`src/rtl/pfxdec_pkg.sv`:
```
package pfxdec_pkg;
  typedef enum logic [1:0] {
    K_MOVE = 2'd0,
    K_ALU2 = 2'd1,
    K_ALU3 = 2'd2,
    K_RSVD = 2'd3
  } uop_kind_t;

  typedef enum logic [1:0] {
    C_MOVE   = 2'd0,
    C_ALUPFX = 2'd1,
    C_REGPFX = 2'd2,
    C_BAD    = 2'd3
  } byte_cls_t;
endpackage

```
`src/rtl/pfxdec_classify.sv`:
```
module pfxdec_classify #(
  parameter int REG_W = 3
) (
  input  logic [2*REG_W+1:0]     byte_i,
  output pfxdec_pkg::byte_cls_t  cls_o,
  output logic                   rare_o,
  output logic [REG_W-1:0]       mid_o,
  output logic [REG_W-1:0]       lo_o
);
  import pfxdec_pkg::*;
  localparam int BYTE_W = 2*REG_W + 2;

  logic [1:0] top;
  assign top   = byte_i[BYTE_W-1 -: 2];
  assign mid_o = byte_i[2*REG_W-1:REG_W];
  assign lo_o  = byte_i[REG_W-1:0];

  always_comb begin
    rare_o = 1'b0;
    unique case (top)
      2'b00: cls_o = C_MOVE;
      2'b01: begin
        if (mid_o == REG_W'(0))      cls_o = C_ALUPFX;
        else if (mid_o == REG_W'(1)) begin
          cls_o  = C_ALUPFX;
          rare_o = 1'b1;
        end else                     cls_o = C_BAD;
      end
      2'b10: cls_o = C_REGPFX;
      default: cls_o = C_BAD;
    endcase
  end
endmodule

```
`src/rtl/pfxdec_prefix.sv`:
```
module pfxdec_prefix #(
  parameter int REG_W = 3
) (
  input  logic                  clk,
  input  logic                  rst_n,
  input  logic                  take_i,
  input  pfxdec_pkg::byte_cls_t cls_i,
  input  logic                  rare_i,
  input  logic [REG_W-1:0]      lo_i,
  output logic                  alu_set_o,
  output logic [REG_W:0]        alu_func_o,
  output logic                  r3_set_o,
  output logic [REG_W-1:0]      r3_o
);
  import pfxdec_pkg::*;

  logic             alu_set_d, r3_set_d;
  logic [REG_W:0]   alu_func_d;
  logic [REG_W-1:0] r3_d;

  always_comb begin
    alu_set_d  = alu_set_o;
    alu_func_d = alu_func_o;
    r3_set_d   = r3_set_o;
    r3_d       = r3_o;
    if (take_i) begin
      unique case (cls_i)
        C_ALUPFX: begin
          alu_set_d  = 1'b1;
          alu_func_d = {rare_i, lo_i};
        end
        C_REGPFX: begin
          r3_set_d = 1'b1;
          r3_d     = lo_i;
        end
        default: begin
          alu_set_d = 1'b0;
          r3_set_d  = 1'b0;
        end
      endcase
    end
  end

  always_ff @(posedge clk or negedge rst_n) begin
    if (!rst_n) begin
      alu_set_o  <= 1'b0;
      alu_func_o <= '0;
      r3_set_o   <= 1'b0;
      r3_o       <= '0;
    end else if (take_i) begin
      alu_set_o  <= alu_set_d;
      alu_func_o <= alu_func_d;
      r3_set_o   <= r3_set_d;
      r3_o       <= r3_d;
    end
  end

  // an accepted escape leaves something pending on the next cycle
  p_escape_pends_r7: assert property (@(posedge clk) disable iff (!rst_n)
    (take_i && (cls_i == C_ALUPFX || cls_i == C_REGPFX)) |=> (alu_set_o || r3_set_o));

  // a reserved byte discards every pending escape
  p_bad_discards_r8: assert property (@(posedge clk) disable iff (!rst_n)
    (take_i && cls_i == C_BAD) |=> (!alu_set_o && !r3_set_o));
endmodule

```
`src/rtl/pfxdec_resolve.sv`:
```
module pfxdec_resolve #(
  parameter int REG_W = 3
) (
  input  logic                  clk,
  input  logic                  rst_n,
  input  logic                  take_i,
  input  pfxdec_pkg::byte_cls_t cls_i,
  input  logic [REG_W-1:0]      sss_i,
  input  logic [REG_W-1:0]      ddd_i,
  input  logic                  alu_set_i,
  input  logic [REG_W:0]        alu_func_i,
  input  logic                  r3_set_i,
  input  logic [REG_W-1:0]      r3_i,
  output logic                  valid_o,
  output logic [1:0]            kind_o,
  output logic [REG_W:0]        func_o,
  output logic [REG_W-1:0]      dst_o,
  output logic [REG_W-1:0]      src_a_o,
  output logic [REG_W-1:0]      src_b_o,
  output logic                  illegal_o
);
  import pfxdec_pkg::*;

  logic             emit, bad;
  uop_kind_t        kind_d;
  logic [REG_W:0]   func_d;
  logic [REG_W-1:0] src_a_d, src_b_d;

  assign emit = take_i && (cls_i == C_MOVE);
  assign bad  = take_i && (cls_i == C_BAD);

  always_comb begin
    if (!alu_set_i) begin
      kind_d  = K_MOVE;
      func_d  = '0;
      src_a_d = sss_i;
      src_b_d = '0;
    end else if (!r3_set_i) begin
      kind_d  = K_ALU2;
      func_d  = alu_func_i;
      src_a_d = ddd_i;
      src_b_d = sss_i;
    end else begin
      kind_d  = K_ALU3;
      func_d  = alu_func_i;
      src_a_d = sss_i;
      src_b_d = r3_i;
    end
  end

  always_ff @(posedge clk or negedge rst_n) begin
    if (!rst_n) begin
      valid_o   <= 1'b0;
      illegal_o <= 1'b0;
    end else begin
      valid_o   <= emit;
      illegal_o <= bad;
    end
  end

  always_ff @(posedge clk or negedge rst_n) begin
    if (!rst_n) begin
      kind_o  <= '0;
      func_o  <= '0;
      dst_o   <= '0;
      src_a_o <= '0;
      src_b_o <= '0;
    end else if (emit) begin
      kind_o  <= kind_d;
      func_o  <= func_d;
      dst_o   <= ddd_i;
      src_a_o <= src_a_d;
      src_b_o <= src_b_d;
    end
  end

  // the reserved kind code never leaves the decoder
  p_kind_legal_r2: assert property (@(posedge clk) disable iff (!rst_n)
    valid_o |-> (kind_o != 2'd3));

  // a micro-op and an illegal pulse never coincide
  p_excl_r8: assert property (@(posedge clk) disable iff (!rst_n)
    !(valid_o && illegal_o));
endmodule

```
`src/rtl/pfxdec_top.sv`:
```
module pfxdec_top #(
  parameter int REG_W = 3
) (
  input  logic               clk,
  input  logic               rst_n,
  input  logic               in_valid,
  output logic               in_ready,
  input  logic [2*REG_W+1:0] in_byte,
  output logic               uop_valid,
  output logic [1:0]         uop_kind,
  output logic [REG_W:0]     uop_func,
  output logic [REG_W-1:0]   uop_dst,
  output logic [REG_W-1:0]   uop_src_a,
  output logic [REG_W-1:0]   uop_src_b,
  output logic               illegal,
  output logic               int_hold
);
  import pfxdec_pkg::*;

  byte_cls_t        cls;
  logic             rare, take, alu_set, r3_set;
  logic [REG_W-1:0] mid, lo, r3;
  logic [REG_W:0]   alu_func;

  always_ff @(posedge clk or negedge rst_n) begin
    if (!rst_n) in_ready <= 1'b0;
    else        in_ready <= 1'b1;
  end

  assign take     = in_valid && in_ready;
  assign int_hold = alu_set || r3_set;

  pfxdec_classify #(.REG_W(REG_W)) u_cls (
    .byte_i(in_byte), .cls_o(cls), .rare_o(rare), .mid_o(mid), .lo_o(lo)
  );

  pfxdec_prefix #(.REG_W(REG_W)) u_pfx (
    .clk(clk), .rst_n(rst_n), .take_i(take), .cls_i(cls), .rare_i(rare),
    .lo_i(lo), .alu_set_o(alu_set), .alu_func_o(alu_func),
    .r3_set_o(r3_set), .r3_o(r3)
  );

  pfxdec_resolve #(.REG_W(REG_W)) u_res (
    .clk(clk), .rst_n(rst_n), .take_i(take), .cls_i(cls),
    .sss_i(mid), .ddd_i(lo), .alu_set_i(alu_set), .alu_func_i(alu_func),
    .r3_set_i(r3_set), .r3_i(r3),
    .valid_o(uop_valid), .kind_o(uop_kind), .func_o(uop_func),
    .dst_o(uop_dst), .src_a_o(uop_src_a), .src_b_o(uop_src_b),
    .illegal_o(illegal)
  );

  // an idle input cycle yields neither output pulse
  p_idle_quiet_r10: assert property (@(posedge clk) disable iff (!rst_n)
    !in_valid |=> (!uop_valid && !illegal));

  // hold is released by the time the micro-op or illegal pulse appears
  p_hold_drop_r7: assert property (@(posedge clk) disable iff (!rst_n)
    (uop_valid || illegal) |-> !int_hold);

  // idle cycles leave the hold state unchanged
  p_idle_keep_r10: assert property (@(posedge clk) disable iff (!rst_n)
    (!in_valid && in_ready) |=> $stable(int_hold));
endmodule

```
`config.mk`:
```
export PLATFORM = sky130hd
export DESIGN_NAME = pfxdec_top
export DESIGN_NICKNAME = d
export VERILOG_FILES = /design/src/rtl/pfxdec_pkg.sv /design/src/rtl/pfxdec_classify.sv /design/src/rtl/pfxdec_prefix.sv /design/src/rtl/pfxdec_resolve.sv /design/src/rtl/pfxdec_top.sv
export SDC_FILE = /design/constraint.sdc
export NUM_CORES = 1
export LEC_CHECK = 0
export BUFFER_PORTS_ARGS = -buffer_cell sky130_fd_sc_hd__buf_2
export CAP_MARGIN = 20
export CORE_ASPECT_RATIO = 0.9
export CORE_MARGIN = 4
export CORE_UTILIZATION = 46
export CTS_CLUSTER_DIAMETER = 100
export DETAILED_ROUTE_END_ITERATION = 7
export MAX_ROUTING_LAYER = met4
export PLACE_DENSITY = 0.73
export SLEW_MARGIN = 20
export SYNTH_ARGS = -nofsm -noshare
export SYNTH_HDL_FRONTEND = slang
export SYNTH_HIERARCHICAL = 1
export SYNTH_SLANG_ARGS = --single-unit
export TNS_END_PERCENT = 50
```
`constraint.sdc`:
```
create_clock -name clk -period 1.51 [get_ports clk]
set_input_delay 0.151 -clock clk [delete_from_list [all_inputs] [get_ports clk]]
set_output_delay 0.151 -clock clk [all_outputs]
set_load 0.03 [all_outputs]
```
[Word level (Yosys, flattened, before mapping)]
Index checks and enable logic that the tools add are counted.
Widths: inputs -> output; s select.
Operators by class
  add/subtract/negate cells: 0
  multiply operators: 0
  divide/modulo/power cells: 0
  order comparisons: 0
  equality and inequality tests: 6
  shift-type cells: 0
  mux-type cells: 15
  bitwise gates (word level): 2
  reduce and logical (&&, ||, !) cells: 11
Operators by type and width (count)
  $mux 3: 4
  $mux 2: 4
  $reduce_and 2->1: 4
  $eq 2x2->1 const B: 3
  $pmux 2 s3: 1
  $eq 2x1->1 const B: 2
  $logic_not 2->1: 2
  $mux 4: 1
  $pmux 1 s2: 2
  $eq 3x1->1 const B: 1
  $logic_and 1x1->1: 3
  $logic_not 3->1: 1
  $mux 1: 3
  $not 1->1: 2
  $logic_or 1x1->1: 1
Word-level totals
  bits in registers: 27
  bits in latches: 0
  RAM bits: 0
  bits in read-only memories: 0
  word-level logic and storage cells: 46
  memories kept: 0

[Longest topological paths before layout]
  depth in word-level cells: 7
  mapped depth: 7

[Modules after synthesis]
Netlist, hierarchy kept.
By module, submodules not included
  pfxdec_resolve: times used 1, cells an instance 63, area an instance 734.5 um2, sequential area each 425.4 um2
  pfxdec_prefix: times used 1, cells an instance 25, area an instance 365.4 um2, sequential area each 225.2 um2
  pfxdec_classify: times used 1, cells an instance 11, area an instance 76.3 um2, sequential area each 0.0 um2
  pfxdec_top: times used 1, cells an instance 4, area an instance 41.3 um2, sequential area each 25.0 um2

[Worst setup path after synthesis]
No wires, ideal clock.
  path kind: reg2reg
  start point: register in_ready
  end point: register u_res.src_b_o[0]
  arrival time: 1.581 ns
  required time: 1.389 ns
  slack: -0.192 ns
  cell stages (with the launch flop): 6
  clock period less this slack: 1.702 ns
  path through: dfrtp_1 > and2_1 > or3b_1 > buf_6 > buf_8 > a22o_1
Between the ends
  word-level cells in the longest chain between the ends: 2
RTL lines
  start, declared: RTL line pfxdec_top.sv:7  | output logic in_ready,
  start signal, assigned: RTL line pfxdec_top.sv:26  | if (!rst_n) in_ready <= 1'b0;
  start signal, assigned: RTL line pfxdec_top.sv:27  | else in_ready <= 1'b1;
  $logic_and 1x1->1: RTL line pfxdec_top.sv:30  | assign take = in_valid && in_ready;
  via take: RTL line pfxdec_top.sv:21  | logic rare, take, alu_set, r3_set;
  $logic_and 1x1->1: RTL line pfxdec_resolve.sv:29  | assign emit = take_i && (cls_i == C_MOVE);
  end signal, assigned: RTL line pfxdec_resolve.sv:73  | src_b_o <= src_b_d;
  end, declared: RTL line pfxdec_resolve.sv:19  | output logic [REG_W-1:0] src_b_o,
The timed path passes the listed nets, and every way through them passes these cells.
A chain may end at the register's enable or synchronous reset.

[Worst setup path after layout]
  start point: register in_ready
  end point: register u_res.kind_o[0]
Between the ends
  word-level cells in the longest chain between the ends: 2
RTL lines
  $logic_and 1x1->1: RTL line pfxdec_top.sv:30
  via take: RTL line pfxdec_top.sv:21
  $logic_and 1x1->1: RTL line pfxdec_resolve.sv:29
  end signal, assigned: RTL line pfxdec_resolve.sv:69  | kind_o <= kind_d;
  end, declared: RTL line pfxdec_resolve.sv:15  | output logic [1:0] kind_o,
The timed path passes the listed nets, and every way through them passes these cells.

==> flow_metrics.py <==
metrics = {
    "layout": {
        "layout.nets": 143,
        "design_area_sq_mm": 0.00140,
        "n_fill_cell": 226,
        "post-route-util": 0.562,
        "multi_input_area_sq_um": 437,
        "drive_gt1_frac": 0.405,
        "num_antenna_cells": 0,
        "register_area_sq_um": 677,
        "syn2layout_area_growth_pct": 14.9,
    },
    "min_path": {
        "whs_path_depth": 2,
        "hp-class": "input pin to register",
    },
    "floorplanning": {
        "fp.dieH_um": 56.8,
        "die_area_sq_mm": 0.00353,
        "core-area_sq_mm": 0.00249,
        "die_w_um": 62.2,
        "rows": 17,
        "num_io_pins": 30,
        "start_util": 0.489,
    },
    "yosys": {
        "synth_nets": 114,
        "ys_seq_area_frac": 0.555,
        "synth_common_cells": "dfrtp_1, nand2_1, o21ai_0",
        "synth_top_area_share": 0.555,
        "synth_area_leaders": "dfrtp_1, mux2i_1, nand2_1",
        "ys.flop_type": "dfrtp_1",
        "syn_inst": 103,
        "yosys_warnings": 6,
        "avgSynthCellArea_sq_um": 11.8,
        "synth-seq-cells": 27,
        "yosysMostFrequentCell": "dfrtp_1",
        "synth_cell_types": 27,
        "ys_async_sr_fraction": 1.00,
        "synth_area_sq_mm": 0.00122,
        "synth_area_leader_cell": "dfrtp_1",
        "synth_edf_count": 0,
    },
    "sta": {
        "setup_viol": 0,
        "grt_setup_unrepaired": "no",
        "finalCritPeriodShare": 0.963,
        "worst_clock_skew_ps": 9.93,
        "finalCriticalPeriod_ps": 1450,
        "tightest_slew_ps": 587,
        "finalMaxSlewViolations": 0,
        "timing.hold.ws_ps": 82.6,
        "slew_headroom": 0.609,
        "hold_viol": 0,
        "fmax_mhz": 688,
        "setup_tns_ps": 0,
    },
    "clock_network": {
        "clkSinkCount": 27,
        "clockRootBuffer": "clkbuf_4",
        "cts_setup_buffers": 0,
        "worstSkewPairLatency_ps": 320,
        "cts_made_buffers": 3,
        "cts_max_path_buffers": 2,
        "cts.htree.levels": 1,
        "cts_tree": "yes",
        "clk_pin_slew_ps": 150,
    },
    "critical_path": {
        "critPathArrivalTime_ps": 1670,
        "path_class": "register to register",
        "crit_chain": "and2_4 -> or3b_1 -> buf_12 -> mux2_2",
        "critPathSlowestCell": "or3b_1",
        "cp_num_cells": 4,
        "path_max_fanout": 27,
        "path_buf_inv": 1,
        "end_kind": "register",
        "crit_required_ps": 1730,
        "max_stage_delay_ps": 390,
        "cpLargestDelayFamily": "simple AND/OR/NAND/NOR gates",
        "r2r_cells": 4,
        "critPathLaunchType": "register",
    },
    "detailed_routing": {
        "wl_per_cell_um": 13.3,
        "drc": 0,
        "dr.pass1.iters": 4,
        "vias": 785,
        "initialDrtViolationCount": 18,
        "wirelength_mm": 2.11,
        "via_per_inst": 4.94,
        "ant_nets": 0,
    },
    "grt": {
        "grt_pass1_wl_mm": 3.64,
        "gr-total-overflow": 0,
        "grt_max_degree": 28,
        "antenna_found_initial": 0,
        "grt_usage": 0.135,
        "grt_pass1_vias": 815,
    },
    "power": {
        "leakage_nw": 0.729,
        "peakVddDrop_uv": 799,
        "powerDensity_mw_per_mm2": 1190,
    },
    "run": {
        "drv_cap": 0,
    },
    "run_status": {
        "outcome": "finished clean",
    },
    "placement": {
        "dpl_cell_area_sq_mm": 0.00136,
        "dp_hpwl_mm": 1.60,
        "io_buffers": 29,
        "place_congestion": 0.756,
    },
}
==> per-stage QoR <==
| step | std cells | worst slack, ps | power [W] |
|---|---|---|---|
| 2_1_floorplan | 103 | -41.3 | 0.00123 |
| 3_3_place_gp | 154 | 22.7 | 0.00136 |
| 3_5_place_dp | 154 | -6.95 | 0.00137 |
| 4_1_cts | 159 | 47.4 | 0.00169 |
| 5_1_grt | 159 | 8.36 | 0.00178 |
| 6_report | 159 | 55.8 | 0.00166 |
==> layer usage <==
metal | track usage | vias up | wire length [um]
li1 | - | 394 | -
met1 | 0.158 | 363 | 937
met2 | 0.217 | 24 | 990
met3 | 0.0340 | 4 | 139
met4 | 0.0650 | 0 | 40
met5 | - | - | 0
==> layout by cell type (no fill, tap or decap), drive strengths merged <==
cell	instances
a22o	3
and2	1
and2b	1
and3	1
buf	35
clkbuf	3
clkinvlp	1
conb	1
dfrtp	27
dlygate4sd3	1
inv	2
mux2	11
mux2i	6
nand2	18
nand2b	1
nor2	3
nor2b	2
nor4	1
o21ai	11
or2	1
or3b	1
==> path summary, 6_finish.rpt <==
path	slack, ps	startpoint	endpoint
max in group asynchronous	750	rst_n	in_ready
min in group asynchronous	340	rst_n	u_pfx/r3_o[1]
worst max-delay path	60	in_ready	u_res/kind_o[0]
worst min register to register	500	u_res/src_a_o[1]	u_res/src_a_o[1]
worst max register to register	60	in_ready	u_res/kind_o[0]
worst min-delay path	80	in_byte[2]	u_pfx/alu_func_o[2]
==> cell type report <==
type	count	area share
clock buffer	3	0.0161
clock inverter	1	0.00537
inverter	2	0.00537
multi-input combinational	62	0.312
sequential	27	0.484
tap	28	0.0250
timing repair buffer	36	0.152
==> state kept, by name, summed over array words and instances, names as in the netlist <==
| name | flops |
|---|---|
| u_res/src_b_o | 3 |
| in_ready | 1 |
| u_res/func_o | 4 |
| u_res/valid_o | 1 |
| u_pfx/alu_set_o | 1 |
| u_res/illegal_o | 1 |
| u_res/kind_o | 2 |
| u_pfx/alu_func_o | 4 |
| u_res/dst_o | 3 |
| u_pfx/r3_o | 3 |
| u_res/src_a_o | 3 |
| u_pfx/r3_set_o | 1 |
==> worst register-to-register path, delay by kind of cell, from the launching register on <==
family	cells	cell delay (ps)
muxes	1	270
and+or+nand+nor	2	530
DFF	1	380
buffers and inverters	1	180
==> repair_timing <==
item | 4_1_cts | 5_1_grt
endpoints found under the hold margin | 27 | 0
hold buffers | 1 | 0
gates resized for setup | 0 | 0
==> power by group <==
group | leakage (nW) | switching (W) | internal [W] | total, W
Sequential | 0.348 | 0.0000611 | 0.000834 | 0.000895
Combinational | 0.367 | 0.000275 | 0.000180 | 0.000455
Clock | 0.0139 | 0.000213 | 0.000101 | 0.000315
==> logic make-up after synthesis <==
group / Yosys count / share of synthesized area
AND/OR/NAND/NOR: 30 / 0.126
flip-flops: 27 / 0.555
multiplexers: 17 / 0.160
AO/OA/AOI/OAI: 14 / 0.0668
buffers and inverters: 14 / 0.0884
other: 1 / 0.00308
(Power assumes the default switching activity.)
